## src/rtl/uwe_pkg.sv

```systemverilog
package uwe_pkg;

  typedef enum logic [1:0] {
    SQ_IDLE,
    SQ_SHIFT,
    SQ_GAP,
    SQ_POLL
  } sq_state_t;

  localparam int OPC_BITS = 2;

  localparam logic [OPC_BITS-1:0] OPC_MISC  = 2'b00;
  localparam logic [OPC_BITS-1:0] OPC_WRITE = 2'b01;
  localparam logic [OPC_BITS-1:0] OPC_READ  = 2'b10;
  localparam logic [OPC_BITS-1:0] OPC_ERASE = 2'b11;

  // operation that is followed by a 16-bit data phase on the wire
  function automatic logic carries_word(input logic [OPC_BITS-1:0] opc);
    return (opc == OPC_WRITE) || (opc == OPC_READ);
  endfunction

  // operation that starts an internal program cycle in the device
  function automatic logic needs_program(input logic [OPC_BITS-1:0] opc);
    return (opc == OPC_WRITE) || (opc == OPC_ERASE);
  endfunction

endpackage

```

## src/rtl/uwe_divider.sv

```systemverilog
module uwe_divider #(
  parameter int CLK_DIV = 4
) (
  input  logic clk,
  input  logic rst_n,
  input  logic run,
  output logic tick
);

  localparam int CW = (CLK_DIV > 1) ? $clog2(CLK_DIV) : 1;
  localparam logic [CW-1:0] LAST = CW'(CLK_DIV - 1);

  logic [CW-1:0] cnt;

  always_ff @(posedge clk or negedge rst_n) begin
    if (!rst_n) begin
      cnt <= '0;
    end else if (!run || cnt == LAST) begin
      cnt <= '0;
    end else begin
      cnt <= cnt + 1'b1;
    end
  end

  assign tick = run && (cnt == LAST);

endmodule

```

## src/rtl/uwe_hostregs.sv

```systemverilog
module uwe_hostregs #(
  parameter int REG_AW    = 4,
  parameter int WORD_BITS = 16,
  parameter int CMD_W     = 8,
  parameter logic [REG_AW-1:0] CMD_OFS  = 4'hA,
  parameter logic [REG_AW-1:0] DATA_OFS = 4'hC
) (
  input  logic                 clk,
  input  logic                 rst_n,
  input  logic [REG_AW-1:0]    host_addr,
  input  logic                 host_we,
  input  logic [WORD_BITS-1:0] host_wdata,
  output logic [WORD_BITS-1:0] host_rdata,
  input  logic                 busy,
  input  logic [CMD_W-1:0]     cur_cmd,
  input  logic                 rd_done,
  input  logic [WORD_BITS-1:0] rd_word,
  output logic                 start,
  output logic                 dat_wr_ok,
  output logic [WORD_BITS-1:0] data_q
);

  localparam int PAD_W = WORD_BITS - 1 - CMD_W;

  logic [WORD_BITS-1:0] cmd_view;

  assign start     = host_we && (host_addr == CMD_OFS) && !busy;
  assign dat_wr_ok = host_we && (host_addr == DATA_OFS) && !busy;

  always_ff @(posedge clk or negedge rst_n) begin
    if (!rst_n) begin
      data_q <= '0;
    end else if (dat_wr_ok) begin
      data_q <= host_wdata;
    end else if (rd_done) begin
      data_q <= rd_word;
    end
  end

  assign cmd_view = {busy, {PAD_W{1'b0}}, cur_cmd};

  always_comb begin
    if (host_addr == CMD_OFS) begin
      host_rdata = cmd_view;
    end else if (host_addr == DATA_OFS) begin
      host_rdata = data_q;
    end else begin
      host_rdata = '0;
    end
  end

endmodule

```

## src/rtl/uwe_seq.sv

```systemverilog
module uwe_seq
  import uwe_pkg::*;
#(
  parameter int ADDR_BITS = 6,
  parameter int WORD_BITS = 16,
  parameter int GAP_TICKS = 2
) (
  input  logic                          clk,
  input  logic                          rst_n,
  input  logic                          start,
  input  logic [OPC_BITS+ADDR_BITS-1:0] cmd_in,
  input  logic [WORD_BITS-1:0]          word_in,
  input  logic                          tick,
  input  logic                          ee_do,
  output logic                          busy,
  output logic                          run,
  output logic                          in_poll,
  output logic                          ee_cs,
  output logic                          ee_sk,
  output logic                          ee_di,
  output logic                          rd_done,
  output logic [WORD_BITS-1:0]          rd_word,
  output logic [OPC_BITS+ADDR_BITS-1:0] cur_cmd
);

  localparam int CMD_W    = OPC_BITS + ADDR_BITS;
  localparam int HDR_LEN  = 1 + CMD_W;
  localparam int FULL_LEN = HDR_LEN + WORD_BITS;
  localparam int IDX_W    = $clog2(FULL_LEN + 1);
  localparam int GAP_W    = (GAP_TICKS > 1) ? $clog2(GAP_TICKS) : 1;

  // index of the last serial cycle of a frame for a given operation
  function automatic logic [IDX_W-1:0] last_idx(input logic [OPC_BITS-1:0] opc);
    return carries_word(opc) ? IDX_W'(FULL_LEN - 1) : IDX_W'(HDR_LEN - 1);
  endfunction

  // value on data-in during serial cycle i of a frame
  function automatic logic frame_bit(input logic [CMD_W-1:0]     c,
                                     input logic [WORD_BITS-1:0] w,
                                     input logic [IDX_W-1:0]     i);
    logic [HDR_LEN-1:0]   hs;
    logic [WORD_BITS-1:0] ws;
    hs = {1'b1, c} << i;
    ws = w << (i - IDX_W'(HDR_LEN));
    if (i < IDX_W'(HDR_LEN)) begin
      return hs[HDR_LEN-1];
    end
    if (c[CMD_W-1 -: OPC_BITS] == OPC_WRITE) begin
      return ws[WORD_BITS-1];
    end
    return 1'b0;
  endfunction

  sq_state_t            state;
  logic [IDX_W-1:0]     idx;
  logic [IDX_W-1:0]     idx_nx;
  logic [GAP_W-1:0]     gap_cnt;
  logic [WORD_BITS-1:0] word_q;
  logic [WORD_BITS-1:0] rx_sr;
  logic [OPC_BITS-1:0]  opc;
  logic                 fall_tick;
  logic                 at_last;
  logic                 sample_now;

  assign opc        = cur_cmd[CMD_W-1 -: OPC_BITS];
  assign idx_nx     = idx + 1'b1;
  assign fall_tick  = (state == SQ_SHIFT) && tick && ee_sk;
  assign at_last    = (idx == last_idx(opc));
  assign sample_now = (opc == OPC_READ) && (idx >= IDX_W'(HDR_LEN));

  assign busy    = (state != SQ_IDLE);
  assign run     = busy;
  assign in_poll = (state == SQ_POLL);
  assign rd_done = fall_tick && at_last && (opc == OPC_READ);
  assign rd_word = {rx_sr[WORD_BITS-2:0], ee_do};

  always_ff @(posedge clk or negedge rst_n) begin
    if (!rst_n) begin
      state   <= SQ_IDLE;
      ee_cs   <= 1'b0;
      ee_sk   <= 1'b0;
      ee_di   <= 1'b0;
      idx     <= '0;
      gap_cnt <= '0;
      cur_cmd <= '0;
      word_q  <= '0;
      rx_sr   <= '0;
    end else begin
      case (state)
        SQ_IDLE: begin
          if (start) begin
            cur_cmd <= cmd_in;
            word_q  <= word_in;
            ee_cs   <= 1'b1;
            ee_sk   <= 1'b0;
            ee_di   <= frame_bit(cmd_in, word_in, '0);
            idx     <= '0;
            state   <= SQ_SHIFT;
          end
        end
        SQ_SHIFT: begin
          if (tick) begin
            if (!ee_sk) begin
              ee_sk <= 1'b1;
            end else begin
              ee_sk <= 1'b0;
              if (sample_now) begin
                rx_sr <= {rx_sr[WORD_BITS-2:0], ee_do};
              end
              if (at_last) begin
                ee_cs   <= 1'b0;
                ee_di   <= 1'b0;
                gap_cnt <= '0;
                state   <= needs_program(opc) ? SQ_GAP : SQ_IDLE;
              end else begin
                idx   <= idx_nx;
                ee_di <= frame_bit(cur_cmd, word_q, idx_nx);
              end
            end
          end
        end
        SQ_GAP: begin
          if (tick) begin
            if (gap_cnt == GAP_W'(GAP_TICKS - 1)) begin
              ee_cs <= 1'b1;
              state <= SQ_POLL;
            end else begin
              gap_cnt <= gap_cnt + 1'b1;
            end
          end
        end
        SQ_POLL: begin
          if (tick && ee_do) begin
            ee_cs <= 1'b0;
            state <= SQ_IDLE;
          end
        end
        default: state <= SQ_IDLE;
      endcase
    end
  end

endmodule

```

## src/rtl/uwire_eeprom_ctrl.sv

```systemverilog
module uwire_eeprom_ctrl
  import uwe_pkg::*;
#(
  parameter int REG_AW    = 4,
  parameter int ADDR_BITS = 6,
  parameter int WORD_BITS = 16,
  parameter int CLK_DIV   = 4,
  parameter int GAP_TICKS = 2,
  parameter logic [REG_AW-1:0] CMD_OFS  = 4'hA,
  parameter logic [REG_AW-1:0] DATA_OFS = 4'hC
) (
  input  logic                 clk,
  input  logic                 rst_n,
  input  logic [REG_AW-1:0]    host_addr,
  input  logic                 host_we,
  input  logic [WORD_BITS-1:0] host_wdata,
  output logic [WORD_BITS-1:0] host_rdata,
  output logic                 ee_cs,
  output logic                 ee_sk,
  output logic                 ee_di,
  input  logic                 ee_do
);

  localparam int CMD_W = OPC_BITS + ADDR_BITS;

  logic                 busy;
  logic                 run;
  logic                 tick;
  logic                 in_poll;
  logic                 start;
  logic                 dat_wr_ok;
  logic                 rd_done;
  logic [WORD_BITS-1:0] rd_word;
  logic [WORD_BITS-1:0] data_q;
  logic [CMD_W-1:0]     cur_cmd;

  uwe_hostregs #(
    .REG_AW   (REG_AW),
    .WORD_BITS(WORD_BITS),
    .CMD_W    (CMD_W),
    .CMD_OFS  (CMD_OFS),
    .DATA_OFS (DATA_OFS)
  ) u_regs (
    .clk       (clk),
    .rst_n     (rst_n),
    .host_addr (host_addr),
    .host_we   (host_we),
    .host_wdata(host_wdata),
    .host_rdata(host_rdata),
    .busy      (busy),
    .cur_cmd   (cur_cmd),
    .rd_done   (rd_done),
    .rd_word   (rd_word),
    .start     (start),
    .dat_wr_ok (dat_wr_ok),
    .data_q    (data_q)
  );

  uwe_divider #(
    .CLK_DIV(CLK_DIV)
  ) u_div (
    .clk  (clk),
    .rst_n(rst_n),
    .run  (run),
    .tick (tick)
  );

  uwe_seq #(
    .ADDR_BITS(ADDR_BITS),
    .WORD_BITS(WORD_BITS),
    .GAP_TICKS(GAP_TICKS)
  ) u_seq (
    .clk    (clk),
    .rst_n  (rst_n),
    .start  (start),
    .cmd_in (host_wdata[CMD_W-1:0]),
    .word_in(data_q),
    .tick   (tick),
    .ee_do  (ee_do),
    .busy   (busy),
    .run    (run),
    .in_poll(in_poll),
    .ee_cs  (ee_cs),
    .ee_sk  (ee_sk),
    .ee_di  (ee_di),
    .rd_done(rd_done),
    .rd_word(rd_word),
    .cur_cmd(cur_cmd)
  );

endmodule

```

## config.mk

```make
export PLATFORM = sky130hd
export DESIGN_NAME = uwire_eeprom_ctrl
export DESIGN_NICKNAME = d
export VERILOG_FILES = /design/src/rtl/uwe_pkg.sv /design/src/rtl/uwe_divider.sv /design/src/rtl/uwe_hostregs.sv /design/src/rtl/uwe_seq.sv /design/src/rtl/uwire_eeprom_ctrl.sv
export SDC_FILE = /design/constraint.sdc
export NUM_CORES = 1
export LEC_CHECK = 0
export BUFFER_PORTS_ARGS = -buffer_cell sky130_fd_sc_hd__buf_2
export CORE_MARGIN = 4
export CORE_UTILIZATION = 45
export CTS_CLUSTER_DIAMETER = 120
export CTS_CLUSTER_SIZE = 28
export DETAILED_ROUTE_END_ITERATION = 12
export PLACE_DENSITY = 0.73
export SETUP_SLACK_MARGIN = 0.4
export SYNTH_ARGS = -nofsm -noshare
export SYNTH_HDL_FRONTEND = slang
export SYNTH_HIERARCHICAL = 1
export SYNTH_SLANG_ARGS = --single-unit
```

## constraint.sdc

```tcl
create_clock -name clk -period 2.8 [get_ports clk]
set_clock_uncertainty 0.2 [all_clocks]
set_input_delay 0.28 -clock clk [delete_from_list [all_inputs] [get_ports clk]]
set_output_delay 0.28 -clock clk [all_outputs]
set_load 0.005 [all_outputs]
```

# [After elaboration in Yosys (flattened, before gate mapping)]
# Cells that the tools add are included.
[op_classes] n_shift=2 muxes=63 n_eq_ne=19 magnitude_cmp=2 n_reduce_logical=27 add_sub_neg=4
[ops] cell="$mux 16" n=4
[ops] cell="$mux 1" n=39
[ops] cell="$mux 5" n=5
[ops] cell="$mux 2" n=9
[ops] cell="$shl 16x5->16" n=1
[ops] cell="$ne 2x1->1 const B" n=6
[ops] cell="$logic_and 1x1->1" n=11
[ops] cell="$eq 2x2->1 const B" n=5
[ops] cell="$pmux 5 s2" n=1
[ops] cell="$reduce_and 5->1" n=2
[ops] cell="$shl 9x5->9" n=1
[ops] cell="$eq 4x4->1 const B" n=2
[ops] cell="$pmux 2 s4" n=1
[ops] cell="$reduce_and 4->1" n=2
[ops] cell="$reduce_bool 2->1" n=4
[ops] cell="$reduce_and 7->1" n=1
[ops] cell="$eq 2x1->1 const B" n=3
[ops] cell="$pmux 1 s2" n=3
[ops] cell="$add 5x1->5 const B" n=1
[ops] cell="$eq 5x5->1" n=1
[ops] cell="$ge 5x4->1 const B" n=1
[ops] cell="$lt 5x4->1 const B" n=1
[ops] cell="$sub 5x4->5 const B" n=1
[ops] cell="$ne 2x2->1 const B" n=2
[ops] cell="other kinds (8)" n=10
[totals] out_inout_bits=19 reg_bits=68 in_bits=24 elab_cells=128

# [Logic depth before layout (Yosys ltp)]
[logic_depth] word_depth=19 ltp_mapped=12 depth_no_buf=9

# [Modules after synthesis]
# Netlist, hierarchy kept.
[by_module_without_submodules] mod="uwe_seq" n_inst=1 cells_per_inst=246 seq_area_each_um2=1251.2 area_each_um2=2501.1
[by_module_without_submodules] mod="uwe_hostregs" n_inst=1 cells_per_inst=78 seq_area_each_um2=400.4 area_each_um2=1031.0
[by_module_without_submodules] mod="uwe_divider" n_inst=1 cells_per_inst=6 seq_area_each_um2=50.0 area_each_um2=91.3

# [Least setup slack after synthesis]
# No wires, ideal clock.
[synth_timing] path_kind="register to register" from="register u_seq.idx[0]" to="register u_seq.ee_di" stages_incl_launch_ff=11 setup_ns=0.118 arrival_ns=2.524 n_path_buf=2 path_slack_ns=-0.042 period_less_slack_ns=2.842 required_time_ns=2.482 cell_sequence="dfrtp_1 clkbuf_1 inv_1 ha_1 buf_6 inv_4 and4_4 o31ai_2 xnor2_1 mux4_2 a21o_1"
[synth_between] elab_chain_len=12 word_cells_on_any_way=19 cone_classes="add/sub: 2; order compare: 1; eq/ne: 1; shift: 2; mux: 13"
[synth_lines] element="start: declaration" line="uwe_seq.sv:55" rtl="logic [IDX_W-1:0] idx;"
[synth_lines] element="start signal: assignment" line="uwe_seq.sv:116" rtl="idx <= idx_nx;"
[synth_lines] element="parallel branches: the longest is 8 deep, another holds $add 5x1->5"
[synth_lines] element="$mux 1 *" line="uwe_seq.sv:110" rtl="if (at_last) begin"
[synth_lines] element="$mux 1 *" line="uwe_seq.sv:103" rtl="if (!ee_sk) begin"
[synth_lines] element="$mux 1 *" line="uwe_seq.sv:102" rtl="if (tick) begin"
[synth_lines] element="$pmux 1 s2 *" line="uwe_seq.sv:89" rtl="case (state)"
[synth_lines] element="end signal: assignment" line="uwe_seq.sv:96" rtl="ee_di <= frame_bit(cmd_in, word_in, '0);"
[synth_lines] element="end signal: assignment" line="uwe_seq.sv:117" rtl="ee_di <= frame_bit(cur_cmd, word_q, idx_nx);"
[synth_lines] element="end: declaration" line="uwe_seq.sv:20" rtl="output logic ee_di,"
# Mark *: on every way between the ends. The select of a mux whose other input is x is not followed.
# A chain may end at the register's enable or synchronous reset.

# [Worst setup path after layout]
[layout_timing] from="register u_seq.idx[1]" to="register u_seq.ee_di"
# Same word-level chain as after synthesis.

==> flow_summary_export.csv <==
group,metric,value,unit
cells_and_area,drive_above_1_share,39.2,%
route,totalWireLength,8.87,mm
place,place_ws,0.174,ns
cells_and_area,antenna_cells,0,
route,drt_iter0_drc,165,
clocking,clock_sinks,68,
global_routing,grt-ovfl-total,0,
place,placed_cells,464,
flow_run,drv_cap,0,
floorplan,die_area,9530,µm²
hold_path,min_path_type,"in -> reg",
critical_path,cp.required,2.83,ns
floorplan,ios,43,
clocking,htreeDepth,3,
floorplan,core_area,7770,µm²
cells_and_area,nFillCells,611,
critical_path,reg2regPathDepth,8,
route,drc,0,
sta,finalSetupViolations,0,
sta,period_share,88.2,%
global_routing,grt_antenna_before_repair,0,
clocking,cts_tree,"built",
pwr,leakagePower,0.00237,µW
clocking,clk_latency,0.34,ns
floorplan,die_h,97.6,µm
place,port-buffer-count,42,
floorplan,start_util,46.5,%
sta,worst_pin_slew,0.798,ns
pwr,power.density,919,nW/µm²
critical_path,arrival,2.50,ns
synth,ys.warnings.count,6,
floorplan,fp.dieW,97.6,µm
cells_and_area,final_nets,433,
pwr,vdd_ir_drop_max,346,µV
cells_and_area,area_delta_synth_final,28.4,%
critical_path,crit_type,"reg -> reg",
synth,synth_nets,360,
route,drt_pass1_iterations,7,
clocking,cts.path.max_buffers,2,
sta,holdWs,0.0245,ns
place,hpwl,6.02,mm
route,wl_per_cell,17.5,µm
sta,slew_headroom,46.8,%
sta,fmax,0.405,GHz
critical_path,cp-end-kind,"flip-flop",
synth,syn_inst,328,
clocking,clkTransAtPathRegs,0.07,ns
global_routing,grt_pass1_wl,14.4,mm
global_routing,grt_max_degree,36,
global_routing,grt.total_usage,18.8,%
sta,finalWorstSetupSlack,0.330,ns
clocking,cts_root_buf,"clkbuf_8",
route,via_per_inst,5.44,
global_routing,grt_pass1_vias,2831,
route,ant_nets,0,
critical_path,crit_path_start_kind,"flip-flop",
floorplan,rows,32,
cells_and_area,instances_no_fill,508,
cells_and_area,post-route-util,59.7,%
route,vias,2761,
status,status,"finished clean",
sta,fin_tns_setup,0,ns
clocking,numCtsBuffers,9,
hold_path,holdPathStages,2,
sta,period_needed,2.47,ns
synth,avgSynthCellArea,11.0,µm²
place,routabilityCongestion,0.865,
sta,rsz0062_at_grt,"yes",
critical_path,crit_fanout,8,
sta,hold_violations,0,
synth,synth_area,3610,µm²
sta,drv_slew,0,
-- what timing repair did --
action / in CTS / in global routing
buffers inserted: 4 / 6
hold buffers: 17 / 0
gates resized for setup: 17 / 9
cloned: 1 / 0
pin swaps: 5 / 5
endpoints found under the hold margin: 57 / 0
setup endpoints to repair: 20 / 19
-- path summary, 6_finish.rpt --
path | slack (ns) | startpoint | end
max | 0.33 | u_seq/idx[1] | u_seq/ee_di
min | 0.02 | ee_do | u_seq/rx_sr[0]
max reg2reg | 0.33 | u_seq/idx[1] | u_seq/ee_di
min reg2reg | 0.27 | u_seq/word_q[5] | u_seq/word_q[5]
max in group asynchronous | 1.38 | rst_n | u_seq/idx[0]
min in group asynchronous | 0.36 | rst_n | u_seq/rx_sr[1]
-- placed cells by master (no fill, tap or decap), types with 11 or more instances in the layout --
cell type and n:
buf_2 42, buf_4 20, clkbuf_8 11, dfrtp_1 66, dlygate4sd3_1 17, mux2_2 17, mux2_4 31, nand2_1 77
o21ai_0 16
-- worst max-delay path, cell delays in order (launching register included) --
cell	delay, ns
dfrtp_2	0.43
inv_4	0.07
ha_4	0.33
inv_4	0.06
and4_4	0.20
o31ai_4	0.20
xnor2_2	0.15
mux4_2	0.53
a21o_1	0.20
-- area by class of cell --
class                      count  area (µm²)  share of cell area (%)
clock inverter                 5        58.8                    1.27
tap                          102         128                    2.75
multi-input combinational    228        1940                    41.8
clock buffer                  11         151                    3.26
timing repair buffer          83         609                    13.1
inverter                      11        48.8                    1.05
sequential                    68        1700                    36.7
-- flip-flops by register name, summed over array words and instances (netlist names), named ones only --
signal and flops:
u_seq/state 1, u_seq/rx_sr 15, u_seq/ee_di 1, u_seq/idx 5, u_seq/word_q 16, u_seq/ee_sk 1, u_seq/ee_cs 1, u_regs/data_q 16
u_seq/cur_cmd 8, u_seq/gap_cnt 1, u_div/cnt 2
-- layer usage --
metal | vias up | wire length [µm] | global-route usage [%] | part of all wire (%)
met2 | 92 | 4310 | 30.7 | 49
met3 | 15 | 514 | 3.30 | 5.8
met4 | 0 | 161 | 6.39 | 1.8
met1 | 1363 | 3890 | 25.3 | 44
met5 | - | 0 | 0 | 0
li1 | 1291 | - | - | -
-- through the flow --
step                instance area [µm²]  power (µW)
finish                             4640        4260
global route                       4640        4510
detailed placement                 4060        3130
global placement                   4060        3050
CTS                                4560        4140
floorplan                          3750        2760
-- report_power, final --
group / internal [µW] / switching (µW) / leakage, µW / total (µW)
registers: 1270 / 318 / 0.000888 / 1590
clock network: 461 / 384 / 0.000102 / 845
logic: 1020 / 805 / 0.00138 / 1830
No activity file was read; power rests on OpenSTA's default activity.
